$ cat config.mk
export PLATFORM = sky130hd
export DESIGN_NAME = match_timer
export DESIGN_NICKNAME = d
export VERILOG_FILES = /design/src/rtl/match_timer_pkg.sv /design/src/rtl/mt_ctrl.sv /design/src/rtl/mt_datapath.sv /design/src/rtl/match_timer.sv
export SDC_FILE = /design/constraint.sdc
export NUM_CORES = 1
export LEC_CHECK = 0
export BUFFER_PORTS_ARGS = -buffer_cell sky130_fd_sc_hd__buf_2
export CAP_MARGIN = 20
export CORE_MARGIN = 2
export CORE_UTILIZATION = 39
export DETAILED_ROUTE_END_ITERATION = 16
export SLEW_MARGIN = 20
export SYNTH_ARGS = -nofsm -noshare
export SYNTH_HDL_FRONTEND = slang
export SYNTH_HIERARCHICAL = 1
export SYNTH_SLANG_ARGS = --single-unit
$ cat constraint.sdc
create_clock -name clk -period 3.3 [get_ports clk]
set_clock_uncertainty 0.1 [all_clocks]
set_input_delay 0.165 -clock clk [delete_from_list [all_inputs] [get_ports clk]]
set_output_delay 0.165 -clock clk [all_outputs]
set_load 0.005 [all_outputs]
$ cat src/rtl/match_timer_pkg.sv
package match_timer_pkg;
  localparam int unsigned NUM_CH = 4;
  localparam int unsigned DATA_W = 32;
  localparam int unsigned CH_W   = (NUM_CH > 1) ? $clog2(NUM_CH) : 1;

  typedef enum logic [2:0] {
    RD_NONE, RD_MATCH, RD_CNT, RD_STATUS, RD_WDT, RD_IER
  } rdSel_e;

  typedef struct packed {
    logic [NUM_CH-1:0] matchWr;
    logic              cntWr;
    logic              statusWr;
    logic              ierWr;
    logic              wdtWr;
    rdSel_e            rdSel;
    logic [CH_W-1:0]   rdCh;
  } ctrlStrb_t;
endpackage

$ cat src/rtl/mt_ctrl.sv
module mt_ctrl
  import match_timer_pkg::*;
#(
  parameter int unsigned ADDR_W = 6
) (
  input  logic              busSel,
  input  logic              busWr,
  input  logic [ADDR_W-1:0] busAddr,
  output ctrlStrb_t         strb
);
  localparam int unsigned WORD_W = ADDR_W - 2;
  localparam logic [WORD_W-1:0] CNT_IDX    = WORD_W'(NUM_CH);
  localparam logic [WORD_W-1:0] STATUS_IDX = WORD_W'(NUM_CH + 1);
  localparam logic [WORD_W-1:0] WDT_IDX    = WORD_W'(NUM_CH + 2);
  localparam logic [WORD_W-1:0] IER_IDX    = WORD_W'(NUM_CH + 3);

  logic [WORD_W-1:0] wordIdx;
  logic              aligned;

  assign wordIdx = busAddr[ADDR_W-1:2];
  assign aligned = (busAddr[1:0] == 2'b00);

  always_comb begin
    strb = '0;
    if (busSel && aligned) begin
      if (wordIdx < CNT_IDX) begin
        if (busWr) strb.matchWr[wordIdx[CH_W-1:0]] = 1'b1;
        else begin
          strb.rdSel = RD_MATCH;
          strb.rdCh  = wordIdx[CH_W-1:0];
        end
      end else begin
        case (wordIdx)
          CNT_IDX:    if (busWr) strb.cntWr    = 1'b1; else strb.rdSel = RD_CNT;
          STATUS_IDX: if (busWr) strb.statusWr = 1'b1; else strb.rdSel = RD_STATUS;
          WDT_IDX:    if (busWr) strb.wdtWr    = 1'b1; else strb.rdSel = RD_WDT;
          IER_IDX:    if (busWr) strb.ierWr    = 1'b1; else strb.rdSel = RD_IER;
          default:    strb.rdSel = RD_NONE;
        endcase
      end
    end
  end
endmodule

$ cat src/rtl/mt_datapath.sv
module mt_datapath
  import match_timer_pkg::*;
(
  input  logic              clk,
  input  logic              rstN,
  input  logic              tickEn,
  input  ctrlStrb_t         strb,
  input  logic [DATA_W-1:0] wdata,
  output logic [DATA_W-1:0] rdata,
  output logic [NUM_CH-1:0] irqOut,
  output logic              wdtReq,
  output logic [DATA_W-1:0] cntQ,
  output logic [NUM_CH-1:0] statusQ,
  output logic [NUM_CH-1:0] ierQ,
  output logic              wdtEnQ
);
  logic [DATA_W-1:0] matchQ [NUM_CH];
  logic [NUM_CH-1:0] hit;

  for (genvar ch = 0; ch < NUM_CH; ch++) begin : g_ch
    always_ff @(posedge clk or negedge rstN) begin
      if (!rstN)                   matchQ[ch] <= '0;
      else if (strb.matchWr[ch])   matchQ[ch] <= wdata;
    end
    // compare sees the count held in this cycle, before any load or step
    assign hit[ch] = tickEn && (cntQ == matchQ[ch]);
  end

  always_ff @(posedge clk or negedge rstN) begin
    if (!rstN)            cntQ <= '0;
    else if (strb.cntWr)  cntQ <= wdata;
    else if (tickEn)      cntQ <= cntQ + DATA_W'(1);
  end

  // a fresh match outranks an acknowledge in the same cycle
  always_ff @(posedge clk or negedge rstN) begin
    if (!rstN) statusQ <= '0;
    else       statusQ <= (strb.statusWr ? (statusQ & ~wdata[NUM_CH-1:0]) : statusQ) | hit;
  end

  always_ff @(posedge clk or negedge rstN) begin
    if (!rstN)            ierQ <= '0;
    else if (strb.ierWr)  ierQ <= wdata[NUM_CH-1:0];
  end

  always_ff @(posedge clk or negedge rstN) begin
    if (!rstN) begin
      wdtEnQ <= 1'b0;
      wdtReq <= 1'b0;
    end else begin
      if (strb.wdtWr && wdata[0]) wdtEnQ <= 1'b1;
      wdtReq <= wdtEnQ && hit[NUM_CH-1];
    end
  end

  assign irqOut = statusQ & ierQ;

  always_comb begin
    case (strb.rdSel)
      RD_MATCH:  rdata = matchQ[strb.rdCh];
      RD_CNT:    rdata = cntQ;
      RD_STATUS: rdata = DATA_W'(statusQ);
      RD_WDT:    rdata = DATA_W'(wdtEnQ);
      RD_IER:    rdata = DATA_W'(ierQ);
      default:   rdata = '0;
    endcase
  end
endmodule

$ cat src/rtl/match_timer.sv
module match_timer
  import match_timer_pkg::*;
#(
  parameter int unsigned ADDR_W = 6
) (
  input  logic              clk,
  input  logic              rstN,
  input  logic              tickEn,
  input  logic              busSel,
  input  logic              busWr,
  input  logic [ADDR_W-1:0] busAddr,
  input  logic [DATA_W-1:0] busWdata,
  output logic [DATA_W-1:0] busRdata,
  output logic [NUM_CH-1:0] irqOut,
  output logic              wdtResetReq
);
  ctrlStrb_t         strb;
  logic [DATA_W-1:0] cntQ;
  logic [NUM_CH-1:0] statusQ;
  logic [NUM_CH-1:0] ierQ;
  logic              wdtEnQ;

  mt_ctrl #(.ADDR_W(ADDR_W)) u_ctrl (
    .busSel (busSel),
    .busWr  (busWr),
    .busAddr(busAddr),
    .strb   (strb)
  );

  mt_datapath u_dp (
    .clk    (clk),
    .rstN   (rstN),
    .tickEn (tickEn),
    .strb   (strb),
    .wdata  (busWdata),
    .rdata  (busRdata),
    .irqOut (irqOut),
    .wdtReq (wdtResetReq),
    .cntQ   (cntQ),
    .statusQ(statusQ),
    .ierQ   (ierQ),
    .wdtEnQ (wdtEnQ)
  );
endmodule

After elaboration in Yosys (flattened, before gate mapping):

Cells that the tools add are included.
W data, S select, Z words.

* $add $sub $neg: 1
* multiply operators: 0
* divide/modulo/power cells: 0
* order comparisons: 4
* equal/unequal tests: 13
* shift-type cells: 0
* muxes and demuxes: 26
* bitwise gates (word level): 5
* reduce and logical (&&, ||, !) cells: 10

Operators by type and width (number)
* $pmux W32 S5: 1
* $eq A32 B32 Y1: 4
* $mux W32: 4
* $bmux W32 S2: 1
* $add A32 B1 Y32 const B: 1
* $eq A4 B3 Y1 const B: 4
* $mux W4: 4
* $mux W13: 1
* $mux W3: 4
* $pmux W3 S4: 1
* $and A4 B4 Y4: 2
* $logic_and A1 B1 Y1: 8
* $eq A3 B2 Y1 const B: 2
* $eq A3 B3 Y1 const B: 2
* $mux W1: 6
* $mux W2: 3
* $lt A4 B3 Y1 const B: 1
* $not A4 Y4: 1
* $or A4 B4 Y4: 1
* $eq A3 B1 Y1 const B: 1
* $ge A3 B3 Y1 const B: 1
* $lt A2 B3 Y1 const B: 1
* $not A2 Y3: 1
* $demux W1 S2: 1
* other kinds (3): 3

* bits in registers: 170
* bits in latches: 0
* bits in writable memories: 0
* ROM bits: 0
* input port bits: 43
* output and inout bits: 37
* logic and storage cells: 68
* memories kept: 0

Longest topological paths before layout:

Gate-level depths: netlist (run 1).

* depth in word-level cells: 12
* depth in mapped cells: 8
* mapped depth without buffers: 6

Modules after synthesis:

The synthesis (run 1) kept the hierarchy.

By module, submodules not included
* mt_datapath: times used 1, cells an instance 822, area each 9735.6 sq um, sequential area each 4254.1 sq um
* mt_ctrl: times used 1, cells an instance 24, area each 167.7 sq um, sequential area each 0.0 sq um

Worst setup path after synthesis (run 1):

Ideal clock, no wire load.

* path kind: input to output
* from: input busAddr[1]
* to: output busRdata[10]
* arrival time: 2.321 ns
* data required time: 3.035 ns
* slack: 0.714 ns
* stages: 6
* buffers on the path: 2
* path through: or3b_4 > nor4b_2 > clkbuf_1 > buf_1 > mux4_2 > a22o_1

RTL lines
* start: declaration: line match_timer.sv:11 `input logic [ADDR_W-1:0] busAddr,`
* end: declaration: line match_timer.sv:13 `output logic [DATA_W-1:0] busRdata,`

==> flow_summary.rst, run 1 <==
.. list-table::
   :header-rows: 1

   * - Metric
     - Value
   * - Result of the run
     - finished clean
   * - Count of unresolved DRC violations after routing
     - 0
   * - Post-detail-place hpwl
     - 20700 um
   * - Arrival @ worst endpoint
     - 2.34 ns
   * - Storage cell area
     - 4250 sq um
   * - DRT Pass-1 Iters
     - 5
   * - Synth top area cells
     - sky130_fd_sc_hd__dfrtp_1 (43%), sky130_fd_sc_hd__mux2_2 (15%), sky130_fd_sc_hd__xor2_1 (10%), sky130_fd_sc_hd__mux4_2 (7.3%), sky130_fd_sc_hd__a22o_1 (2.6%)
   * - Placer congestion estimate
     - 0.882
   * - Vias after detailed routing
     - 7332
   * - Simple-gate share of the synthesized area
     - 0.110
   * - Largest net degree at the start of global routing
     - 85
   * - Maximum frequency from static timing analysis
     - 384 MHz
   * - Quantity of I/O buffers inserted on ports
     - 79
   * - Origin of the worst setup path
     - busAddr[1]
   * - Count of max-cap constraint violations
     - 0
   * - Nets
     - 967
   * - RSZ-0062 raised after global routing
     - false
   * - H-tree depth
     - 4
   * - Cell occurring most often along the worst timing path
     - sky130_fd_sc_hd__buf_2
   * - Count of warnings emitted by yosys
     - 6
   * - Ports placed on the boundary
     - 80
   * - Fraction of layout instances using a drive strength above 1
     - 0.335
   * - Gate count of the mapped netlist
     - 846
   * - Synth unique cells
     - 48
   * - Stage delay of the slowest cell on the critical path
     - 0.56 ns
   * - Number of global-route vias before repair
     - 7309
   * - Worst vdd rail ir drop
     - 0.326 mV
   * - Total die area
     - 26700 sq um
   * - Global-route wire length before repair
     - 45700 um
   * - CTS Buf Count
     - 17
   * - TritonCTS clock tree
     - yes
   * - Reg-to-Reg Start
     - u_dp/cntQ[1]$_DFFE_PN0P_
   * - Antenna violation net count after detailed routing
     - 0
   * - Setup Viol. Count Final
     - 0
   * - Adder-Cell Fraction of Synth Area
     - 0.00126
   * - Critical Path Sink Type
     - output pin
   * - Maximum number of buffers from clock root to sink
     - 2
   * - Main combinational cell family by area after synthesis
     - multiplexers
   * - Xor and xnor fraction of the mapped netlist area
     - 0.124
   * - Most used standard cell by instance count after synthesis
     - sky130_fd_sc_hd__dfrtp_1
   * - Nets in the synthesized netlist
     - 890
   * - Worst setup SP type
     - input port
   * - Number of instances in the placed design
     - 1201
   * - Final routed wirelength across all metal layers
     - 29800 um
   * - Post-CTS Setup Inserts
     - 0
   * - Mapped Area
     - 9900 sq um
   * - Starting DRT DRC Count
     - 573
   * - Headroom to the max-slew limit
     - 0.419
   * - Share of the synthesized area in the top cell type
     - 0.430
   * - Compound-Gate Fraction of Synth Area
     - 0.0636
   * - Fill cell total of the finished layout
     - 2340
   * - Total core area
     - 25000 sq um
   * - Depth of the worst register-to-register path
     - 5
   * - Critical-path maximum fanout
     - 5
   * - Sequential area share after synthesis
     - 0.430
   * - Footprint of the multi-input gates
     - 5320 sq um
   * - Starting utilization of the core area
     - 0.396
   * - Number of cell rows
     - 58
   * - Highest-delay cell along the critical path
     - sky130_fd_sc_hd__mux4_2
   * - Clock latency on the worst-skew pair
     - 0.44 ns
   * - Multiplexer area fraction after synthesis
     - 0.232
   * - Slew @ Worst Pin
     - 0.872 ns
   * - Routed vias/inst
     - 5.79
   * - WL/cell
     - 23.5 um
   * - Lkg Pwr
     - 5.35 nW
   * - End point of the critical path
     - busRdata[0]
   * - Sequence of cells on the critical path
     - buf_2 > or3b_4 > nor4b_4 > mux4_2 > mux2_2 > a21oi_1 > o21ai_0 > buf_2
   * - Worst-case setup slack after placement
     - 0.682 ns
   * - PD cells
     - 507 nW/um^2
   * - Root buffer selected by CTS
     - sky130_fd_sc_hd__clkbuf_16
   * - Post-Synthesis Mean Instance Area
     - 11.7 sq um
   * - Number of enable-type register cells in the synthesized netlist
     - 0
   * - Height of the die
     - 163 um
   * - Clock transition at the register clock pins on the worst setup and hold paths after CTS
     - 0.06 ns
   * - Number of antenna violations at the first check in global routing
     - 1
   * - Setup tns final
     - 0 ns
   * - Post-synthesis cell type with the largest combined area
     - sky130_fd_sc_hd__dfrtp_1
   * - X dimension of the die
     - 163 um
   * - Max Slew Vio Count
     - 0
   * - Most instantiated cells after synthesis
     - sky130_fd_sc_hd__dfrtp_1 (170), sky130_fd_sc_hd__mux2_2 (133), sky130_fd_sc_hd__xor2_1 (113)
   * - Hold Vio Cnt, Final
     - 0
   * - Data required time of the worst path
     - 3.03 ns
   * - Final cycle utilization of the critical path
     - 0.789
   * - Hold/Removal Path Class
     - input port to register
   * - Dominant synthesized flop cell
     - sky130_fd_sc_hd__dfrtp_1
   * - Share of flip-flops with an asynchronous set or reset
     - 1.00
   * - Total congestion overflow
     - 0
   * - # clock sinks
     - 170
   * - P&R area growth vs syn
     - 17.1%
   * - End of the worst register-to-register path
     - u_dp/cntQ[20]$_DFFE_PN0P_
   * - Register bit count reported by yosys
     - 170
   * - Post-route non-filler standard cell count
     - 1267
   * - Overall fraction of global-route tracks in use
     - 0.232
   * - Minimum setup slack in the final design
     - 0.696 ns
   * - Register-to-register setup slack
     - 0.82 ns
   * - Time the final worst path needs with I/O delays and setup
     - 2.60 ns
   * - Category of the critical setup timing path
     - input port to output pin
## placed cells by master, fill, tap and decap left out, types with 2 or more instances in the layout
master	n
sky130_fd_sc_hd__or3_1	4
sky130_fd_sc_hd__nor3_1	6
sky130_fd_sc_hd__clkinv_4	2
sky130_fd_sc_hd__buf_2	78
sky130_fd_sc_hd__nand2_1	43
sky130_fd_sc_hd__nor4_1	33
sky130_fd_sc_hd__o22ai_1	3
sky130_fd_sc_hd__nand3_1	21
sky130_fd_sc_hd__inv_1	10
sky130_fd_sc_hd__nor2_1	17
sky130_fd_sc_hd__clkinvlp_4	5
sky130_fd_sc_hd__xor2_1	113
sky130_fd_sc_hd__a22o_1	29
sky130_fd_sc_hd__dfrtp_1	170
sky130_fd_sc_hd__and3_1	3
sky130_fd_sc_hd__and4_1	3
sky130_fd_sc_hd__o21ai_0	15
sky130_fd_sc_hd__inv_6	3
sky130_fd_sc_hd__mux4_2	32
sky130_fd_sc_hd__xnor2_1	27
sky130_fd_sc_hd__dlygate4sd3_1	33
sky130_fd_sc_hd__buf_12	6
sky130_fd_sc_hd__o31ai_1	16
sky130_fd_sc_hd__clkbuf_1	2
sky130_fd_sc_hd__and2_1	5
sky130_fd_sc_hd__a31oi_1	13
sky130_fd_sc_hd__a211o_1	2
sky130_fd_sc_hd__nand2b_1	5
sky130_fd_sc_hd__clkbuf_16	17
sky130_fd_sc_hd__nor4_2	4
sky130_fd_sc_hd__buf_4	17
sky130_fd_sc_hd__o211ai_1	3
sky130_fd_sc_hd__mux2_2	133
sky130_fd_sc_hd__or4_1	19
sky130_fd_sc_hd__mux2i_1	8
sky130_fd_sc_hd__bufinv_16	2
sky130_fd_sc_hd__nand4_1	12
## layer usage
metal / vias to the layer above / routed length, um / track usage
met5: - / 0 / 0
met4: 0 / 765 / 0.0748
met3: 42 / 1720 / 0.0422
met2: 228 / 13800 / 0.360
met1: 3803 / 13500 / 0.328
li1: 3259 / - / -
## critical path: cells and delay by family
family	cells	cell delay [ns]
muxes	2	0.84
AOI/OAI and AO/OA	2	0.21
buffers and inverters	2	0.23
and+or+nand+nor	2	0.89
## power breakdown
group | switching [mW] | internal, mW
Combinational | 0.640 | 0.537
Clock | 0.884 | 1.14
Sequential | 0.387 | 2.29
## repair_timing
item	in CTS	in global routing
resized for setup	0	0
endpoints found under the hold margin	243	0
hold buffers	33	0
## worst min-delay path by stage
| stage | from | to | slack, ns | cells past startpoint |
|---|---|---|---|---|
| 6_report | busAddr[2] | u_dp/wdtEnQ$_DFFE_PN0P_ | 0.03 | 4 |
| 5_1_grt | tickEn | u_dp/statusQ[1]$_DFF_PN0_ | 0.04 | 3 |
| 4_1_cts | busAddr[2] | u_dp/wdtEnQ$_DFFE_PN0P_ | 0.02 | 4 |
| 3_5_place_dp | rstN | u_dp/matchQ[18]$_DFFE_PN0P_ | 0.20 | 1 |
| 3_3_place_gp | rstN | u_dp/matchQ[18]$_DFFE_PN0P_ | 0.20 | 1 |
| 2_1_floorplan | rstN | u_dp/cntQ[0]$_DFFE_PN0P_ | -0.23 | 0 |
## kinds of logic after synthesis
family                   count (synthesis)
buffers and inverters                   87
flip-flops                             170
AO/OA/AOI/OAI                           85
AND/OR/NAND/NOR                        190
XOR/XNOR                               140
multiplexers                           173
adder cells (fa/ha/maj)                  1
## per-stage QoR
stage	area, sq um	power, mW	hold slack (ns)	utilization
floorplan	9900	3.39	-0.231	-
global placement	10700	3.83	0.200	0.426
detailed placement	10700	3.84	0.201	0.426
CTS	11600	5.91	0.0192	0.463
global route	11600	6.13	0.0371	0.463
finish	11600	5.88	0.0313	0.463
## registers in the layout (all words and copies together) (netlist names)
register / cells
u_dp/wdtReq: 1
u_dp/statusQ: 4
u_dp/ierQ: 4
u_dp/matchQ: 128
u_dp/cntQ: 32
u_dp/wdtEnQ: 1
## layout make-up
class                   instances  area share
clock buffers                  20      0.0385
diodes                          1    0.000216
multi-input cells             589       0.459
well taps                     330      0.0356
inverters                      10     0.00324
flip-flops and latches        170       0.367
repair buffers                135      0.0845
clock inverters                12      0.0122
(Power assumes the default switching activity.)
==> run 2, diff against run 1 <==
==> constraint.sdc (replaced) <==
create_clock -name clk -period 2.6 [get_ports clk]
set_clock_uncertainty 0.1 [all_clocks]
set_input_delay 0.13 -clock clk [delete_from_list [all_inputs] [get_ports clk]]
set_output_delay 0.13 -clock clk [all_outputs]
set_load 0.005 [all_outputs]
==> run 2 against run 1 <==
Power up 35%; non-clock buffer count up 31; critical path depth up 1; first-iteration DRC count up 11%; utilization up 1.3 points; worst hold slack better by 0.044 ns; global-route usage up 0.20 points; sequential cell count unchanged; via count up 1.7%; clock-buffer cell count down 1; register-to-register slack worse by 0.55 ns; sequential power up 21%.
==> flow_summary.rst, run 2 (synthesis results as in run 1) <==
.. list-table::
   :header-rows: 1

   * - Metric
     - Value
   * - Total congestion overflow
     - 0
   * - Vias after detailed routing
     - 7453
   * - Critical Path Sink Type
     - output pin
   * - Ports placed on the boundary
     - 80
   * - Met2 Routed Length
     - 14300 um
   * - Register-to-register setup slack
     - 0.27 ns
   * - WL/cell
     - 23.3 um
   * - Placer congestion estimate
     - 0.902
   * - Top library cells by usage in the layout, fill and taps aside
     - sky130_fd_sc_hd__dfrtp_1 (170), sky130_fd_sc_hd__mux2_2 (133), sky130_fd_sc_hd__xor2_1 (113)
   * - Total die area
     - 26700 sq um
   * - Height of the die
     - 163 um
   * - Largest net degree at the start of global routing
     - 63
   * - CTS Buf Count
     - 17
   * - Diodes inserted
     - 0
   * - Highest-delay cell along the critical path
     - sky130_fd_sc_hd__mux4_2
   * - Post-detail-place hpwl
     - 21600 um
   * - Utilization of the core after routing
     - 0.476
   * - Setup Viol. Count Final
     - 0
   * - Final cycle utilization of the critical path
     - 0.933
   * - Fill cell total of the finished layout
     - 2296
   * - Overall fraction of global-route tracks in use
     - 0.234
   * - Number of antenna violations at the first check in global routing
     - 0
   * - Number of global-route vias before repair
     - 7378
   * - Final routed wirelength across all metal layers
     - 30200 um
   * - DRT Pass-1 Iters
     - 5
   * - Post-route non-filler standard cell count
     - 1295
   * - Worst-case setup slack after placement
     - 0.178 ns
   * - Crit-path leading delay family
     - multiplexers
   * - Minimum hold slack
     - 0.0750 ns
   * - Power Total
     - 7.94 mW
   * - Result of the run
     - finished clean
   * - Reg-to-Reg Start
     - u_dp/cntQ[21]$_DFFE_PN0P_
   * - Category of the critical setup timing path
     - input port to output pin
   * - Setup tns final
     - 0 ns
   * - Worst vdd rail ir drop
     - 0.372 mV
   * - X dimension of the die
     - 163 um
   * - Leading registers by flop count
     - u_dp/matchQ (128), u_dp/cntQ (32)
   * - Origin of the worst setup path
     - busAddr[1]
   * - Uppermost layer routed
     - met4
   * - Max Slew Vio Count
     - 0
   * - Count of max-cap constraint violations
     - 0
   * - Clock latency on the worst-skew pair
     - 0.43 ns
   * - Data required time of the worst path
     - 2.37 ns
   * - Headroom to the max-slew limit
     - 0.561
   * - Maximum number of buffers from clock root to sink
     - 2
   * - Slew @ Worst Pin
     - 0.652 ns
   * - Starting utilization of the core area
     - 0.396
   * - Sequence of cells on the critical path
     - buf_2 > or3b_4 > nor4b_4 > buf_4 > buf_12 > mux4_2 > mux2i_1 > o22ai_1 > buf_2
   * - Lkg Pwr
     - 5.55 nW
   * - Time the final worst path needs with I/O delays and setup
     - 2.42 ns
   * - Worst path bufs/invs
     - 4
   * - H-tree depth
     - 4
   * - Hold Vio Cnt, Final
     - 0
   * - # clock sinks
     - 170
   * - Critical-path maximum fanout
     - 17
   * - Minimum setup slack in the final design
     - 0.175 ns
   * - Routed length on met1
     - 13300 um
   * - Area of placed instances
     - 10900 sq um
   * - Number of cell rows
     - 58
   * - Max reg flops
     - 128
   * - Fraction of layout instances using a drive strength above 1
     - 0.354
   * - Post-Layout Inst Area
     - 11900 sq um
   * - Starting DRT DRC Count
     - 634
   * - Global-route wire length before repair
     - 46100 um
   * - PD cells
     - 665 nW/um^2
   * - Hold/Removal Path Class
     - input port to register
   * - P&R area growth vs syn
     - 20.4%
   * - Total core area
     - 25000 sq um
   * - Hold wc startpoint
     - busAddr[5]
   * - Nets
     - 998
   * - Stage delay of the slowest cell on the critical path
     - 0.52 ns
   * - Routed vias/inst
     - 5.76
   * - CTS-repair resized insts
     - 0
   * - Antenna violation net count after detailed routing
     - 0
   * - Largest register by flop count
     - u_dp/matchQ
   * - Number of instances in the placed design
     - 1230
   * - Arrival @ worst endpoint
     - 2.19 ns
   * - Most common library cell in the layout ignoring fill and taps
     - sky130_fd_sc_hd__dfrtp_1
   * - Clock transition at the register clock pins on the worst setup and hold paths after CTS
     - 0.06 ns
   * - RSZ-0062 raised after global routing
     - false
   * - Maximum frequency from static timing analysis
     - 412 MHz
   * - Total met3 wirelength after detailed routing
     - 1960 um
   * - Count of unresolved DRC violations after routing
     - 0
   * - Cell occurring most often along the worst timing path
     - sky130_fd_sc_hd__buf_2
   * - TritonCTS clock tree
     - yes
   * - Root buffer selected by CTS
     - sky130_fd_sc_hd__clkbuf_16
   * - Worst setup SP type
     - input port
   * - Quantity of I/O buffers inserted on ports
     - 79
[run 2: cell type report]
class	count	area, sq um	share of cell area
inverters	10	37.5	0.00315
well taps	330	413	0.0346
repair buffers	166	1240	0.104
multi-input cells	589	5320	0.446
clock inverters	11	219	0.0184
flip-flops and latches	170	4250	0.357
clock buffers	19	443	0.0371
[run 2: worst paths after layout]
kind                                                to  depth (start not counted)
max in group asynchronous    u_dp/cntQ[10]$_DFFE_PN0P_                          3
min in group asynchronous  u_dp/matchQ[52]$_DFFE_PN0P_                          2
hold / removal                 u_dp/wdtEnQ$_DFFE_PN0P_                          4
setup reg to reg             u_dp/cntQ[26]$_DFFE_PN0P_                          4
hold reg to reg                u_dp/wdtEnQ$_DFFE_PN0P_                          2
setup / recovery                           busRdata[1]                          9
[run 2: report_power, final]
part	switching [mW]	total, mW	internal (mW)
Sequential	0.343	3.25	2.91
Combinational	0.997	1.78	0.786
Clock	1.08	2.90	1.82
[run 2: worst reg2reg max path, delay by kind of cell, from the launching register on]
family	cells	cell delay, ns
simple gates	3	1.34
compound gates	1	0.24
flops	1	0.56
[run 2: timing repair]
item,in CTS,in global routing
setup endpoints to repair,0,0
buffers inserted,0,0
hold buffers,35,0
endpoints found under the hold margin,225,0
[run 2: metal layers]
metal	GRT usage	up-vias
li1	-	3303
met2	0.370	278
met3	0.0460	35
met5	0	-
met1	0.328	3837
met4	0.0636	0
==> run 3, diff against run 2 <==
--- a/config.mk
+++ b/config.mk
@@ -10,7 +10,7 @@
 export CORE_MARGIN = 2
 export CORE_UTILIZATION = 39
 export DETAILED_ROUTE_END_ITERATION = 16
-export SLEW_MARGIN = 20
+export RECOVER_POWER = 100
 export SYNTH_ARGS = -nofsm -noshare
 export SYNTH_HDL_FRONTEND = slang
 export SYNTH_HIERARCHICAL = 1
==> run 3 against run 2 <==
The run now ends with max-capacitance violations, max-slew violations left; via count decreased by 0.15%; maximum frequency increased by 1.2%; register-to-register slack got worse by 0.06 ns; sequential power about the same; worst setup slack improved by 0.029 ns; power decreased by 0.26%; non-clock buffer count unchanged; die area unchanged; cell area decreased by 1.4%; critical endpoint is now busRdata[20]; largest power group unchanged.
==> flow_summary.rst, run 3 (synthesis results as in run 1) <==
.. list-table::
   :header-rows: 1

   * - Metric
     - Value
   * - P&R area growth vs syn
     - 18.7%
   * - Fraction of layout instances using a drive strength above 1
     - 0.324
   * - Register-to-register setup slack
     - 0.21 ns
   * - Stage delay of the slowest cell on the critical path
     - 0.53 ns
   * - Hold Vio Cnt, Final
     - 0
   * - Routed vias/inst
     - 5.75
   * - # clock sinks
     - 170
   * - Crit-path leading delay family
     - simple AND/OR/NAND/NOR gates
   * - Clock latency on the worst-skew pair
     - 0.43 ns
   * - End of the worst register-to-register path
     - u_dp/cntQ[26]$_DFFE_PN0P_
   * - Largest register by flop count
     - u_dp/matchQ
   * - Max Slew Vio Count
     - 63
   * - CTS-repair resized insts
     - 0
   * - TritonCTS clock tree
     - yes
   * - Vias after detailed routing
     - 7442
   * - Total die area
     - 26700 sq um
   * - Post-CTS Hold Buffers
     - 35
   * - Root buffer selected by CTS
     - sky130_fd_sc_hd__clkbuf_16
   * - WL/cell
     - 23.4 um
   * - Final routed wirelength across all metal layers
     - 30300 um
   * - Violations in the final reports
     - max-capacitance violations, max-slew violations
   * - Number of antenna violations at the first check in global routing
     - 0
   * - Number of global-route vias before repair
     - 7378
   * - X dimension of the die
     - 163 um
   * - Nets
     - 998
   * - Reg-to-Reg Start
     - u_dp/cntQ[3]$_DFFE_PN0P_
   * - Arrival @ worst endpoint
     - 2.17 ns
   * - Headroom to the max-slew limit
     - -0.129
   * - Highest-delay cell along the critical path
     - sky130_fd_sc_hd__mux4_2
   * - Post-CTS Setup Inserts
     - 0
   * - Setup tns final
     - 0 ns
   * - Capture endpoint of the worst hold path
     - u_dp/wdtEnQ$_DFFE_PN0P_
   * - RSZ-0062 raised after global routing
     - false
   * - Power Total
     - 7.92 mW
   * - Antenna violation net count after detailed routing
     - 0
   * - Maximum frequency from static timing analysis
     - 418 MHz
   * - Minimum hold slack
     - 0.0467 ns
   * - Critical-path maximum fanout
     - 17
   * - Category of the critical setup timing path
     - input port to output pin
   * - Worst vdd rail ir drop
     - 0.373 mV
   * - Worst path bufs/invs
     - 4
   * - Starting DRT DRC Count
     - 622
   * - Depth of the worst register-to-register path
     - 4
   * - Total congestion overflow
     - 0
   * - H-tree depth
     - 4
   * - Leading registers by flop count
     - u_dp/matchQ (128), u_dp/cntQ (32)
   * - Sequence of cells on the critical path
     - clkbuf_1 > or3b_4 > nor4b_4 > buf_4 > buf_12 > mux4_2 > a22o_1 > buf_2
   * - Maximum number of buffers from clock root to sink
     - 2
   * - Worst Hold Path Cells
     - 4
   * - Post-route non-filler standard cell count
     - 1295
   * - Largest net degree at the start of global routing
     - 63
   * - CTS Buf Count
     - 17
   * - Slew @ Worst Pin
     - 1.69 ns
   * - Hold wc startpoint
     - busAddr[5]
   * - Count of max-cap constraint violations
     - 1
   * - Fill cell total of the finished layout
     - 2335
   * - Overall fraction of global-route tracks in use
     - 0.234
   * - Total core area
     - 25000 sq um
   * - Data required time of the worst path
     - 2.37 ns
   * - Lkg Pwr
     - 5.42 nW
   * - Starting utilization of the core area
     - 0.396
   * - Number of cell rows
     - 58
   * - Setup Viol. Count Final
     - 0
   * - Worst setup SP type
     - input port
   * - Max reg flops
     - 128
   * - Most common library cell in the layout ignoring fill and taps
     - sky130_fd_sc_hd__dfrtp_1
   * - Clock transition at the register clock pins on the worst setup and hold paths after CTS
     - 0.06 ns
   * - Quantity of I/O buffers inserted on ports
     - 79
   * - Height of the die
     - 163 um
   * - Time the final worst path needs with I/O delays and setup
     - 2.40 ns
   * - Placer congestion estimate
     - 0.902
   * - Number of instances in the placed design
     - 1230
   * - Global-route wire length before repair
     - 46100 um
   * - Result of the run
     - complete, but fails checks
   * - Critical Path Sink Type
     - output pin
   * - Diodes inserted
     - 0
   * - DRT Pass-1 Iters
     - 6
   * - Top library cells by usage in the layout, fill and taps aside
     - sky130_fd_sc_hd__dfrtp_1 (170), sky130_fd_sc_hd__mux2_2 (133), sky130_fd_sc_hd__xor2_1 (113)
   * - Count of unresolved DRC violations after routing
     - 0
   * - Ports placed on the boundary
     - 80
   * - Final cycle utilization of the critical path
     - 0.921
   * - Post-detail-place hpwl
     - 21600 um
   * - PD cells
     - 673 nW/um^2
   * - Hold/Removal Path Class
     - input port to register
-- run 3: cell types whose count changed in the layout (fill, tap and decap cells not counted), moves of 3 or more --
cell / delta
sky130_fd_sc_hd__buf_12: -4
sky130_fd_sc_hd__clkbuf_1: +23
sky130_fd_sc_hd__buf_4: -15
sky130_fd_sc_hd__buf_2: -17
sky130_fd_sc_hd__nor4_1: +3
sky130_fd_sc_hd__clkbuf_2: +12
-- run 3: how the worst max path moves through the flow --
stage,to,cells past startpoint,slack [ns],start
floorplan,busRdata[10],6,0.08,busAddr[1]
global placement,busRdata[14],8,0.18,busAddr[1]
detailed placement,busRdata[1],9,0.18,busAddr[1]
CTS,busRdata[1],9,0.17,busAddr[1]
global route,u_dp/statusQ[3]$_DFF_PN0_,3,0.08,rstN
finish,busRdata[20],8,0.20,busAddr[1]
-- run 3: where the power goes --
| group | total, mW | switching, mW | leakage [nW] | internal [mW] |
|---|---|---|---|---|
| sequential | 3.25 | 0.339 | 2.28 | 2.91 |
| combinational | 1.76 | 0.998 | 2.83 | 0.759 |
| clock | 2.91 | 1.09 | 0.308 | 1.82 |
| total | 7.92 | 2.42 | 5.42 | 5.49 |
-- run 3: worst min-delay path, delay by kind of cell --
family                 cells  cell delay, ns
and+or+nand+nor            3            0.21
buffers and inverters      1            0.20
-- run 3: area by class of cell --
| cell class | instances | area, sq um | area share |
|---|---|---|---|
| clock buffers | 19 | 443 | 0.0377 |
| clock inverters | 11 | 219 | 0.0186 |
| inverters | 10 | 37.5 | 0.00319 |
| multi-input cells | 589 | 5280 | 0.449 |
| flip-flops and latches | 170 | 4250 | 0.362 |
| well taps | 330 | 413 | 0.0351 |
| repair buffers | 166 | 1110 | 0.0945 |
-- run 3: per-stage QoR --
| stage | setup WS (ns) | area, sq um | util |
|---|---|---|---|
| floorplan | 0.0836 | 9900 | - |
| global placement | 0.183 | 10900 | 0.436 |
| detailed placement | 0.178 | 10900 | 0.436 |
| CTS | 0.170 | 11900 | 0.476 |
| global route | 0.0766 | 11800 | 0.470 |
| finish | 0.205 | 11800 | 0.470 |
-- run 3: per-layer routing --
layer | GRT usage | vias up | routed length, um
met1 | 0.328 | 3847 | 13600
met2 | 0.370 | 251 | 14300
li1 | - | 3309 | -
met3 | 0.0460 | 35 | 1770
met5 | 0 | - | 0
met4 | 0.0636 | 0 | 651
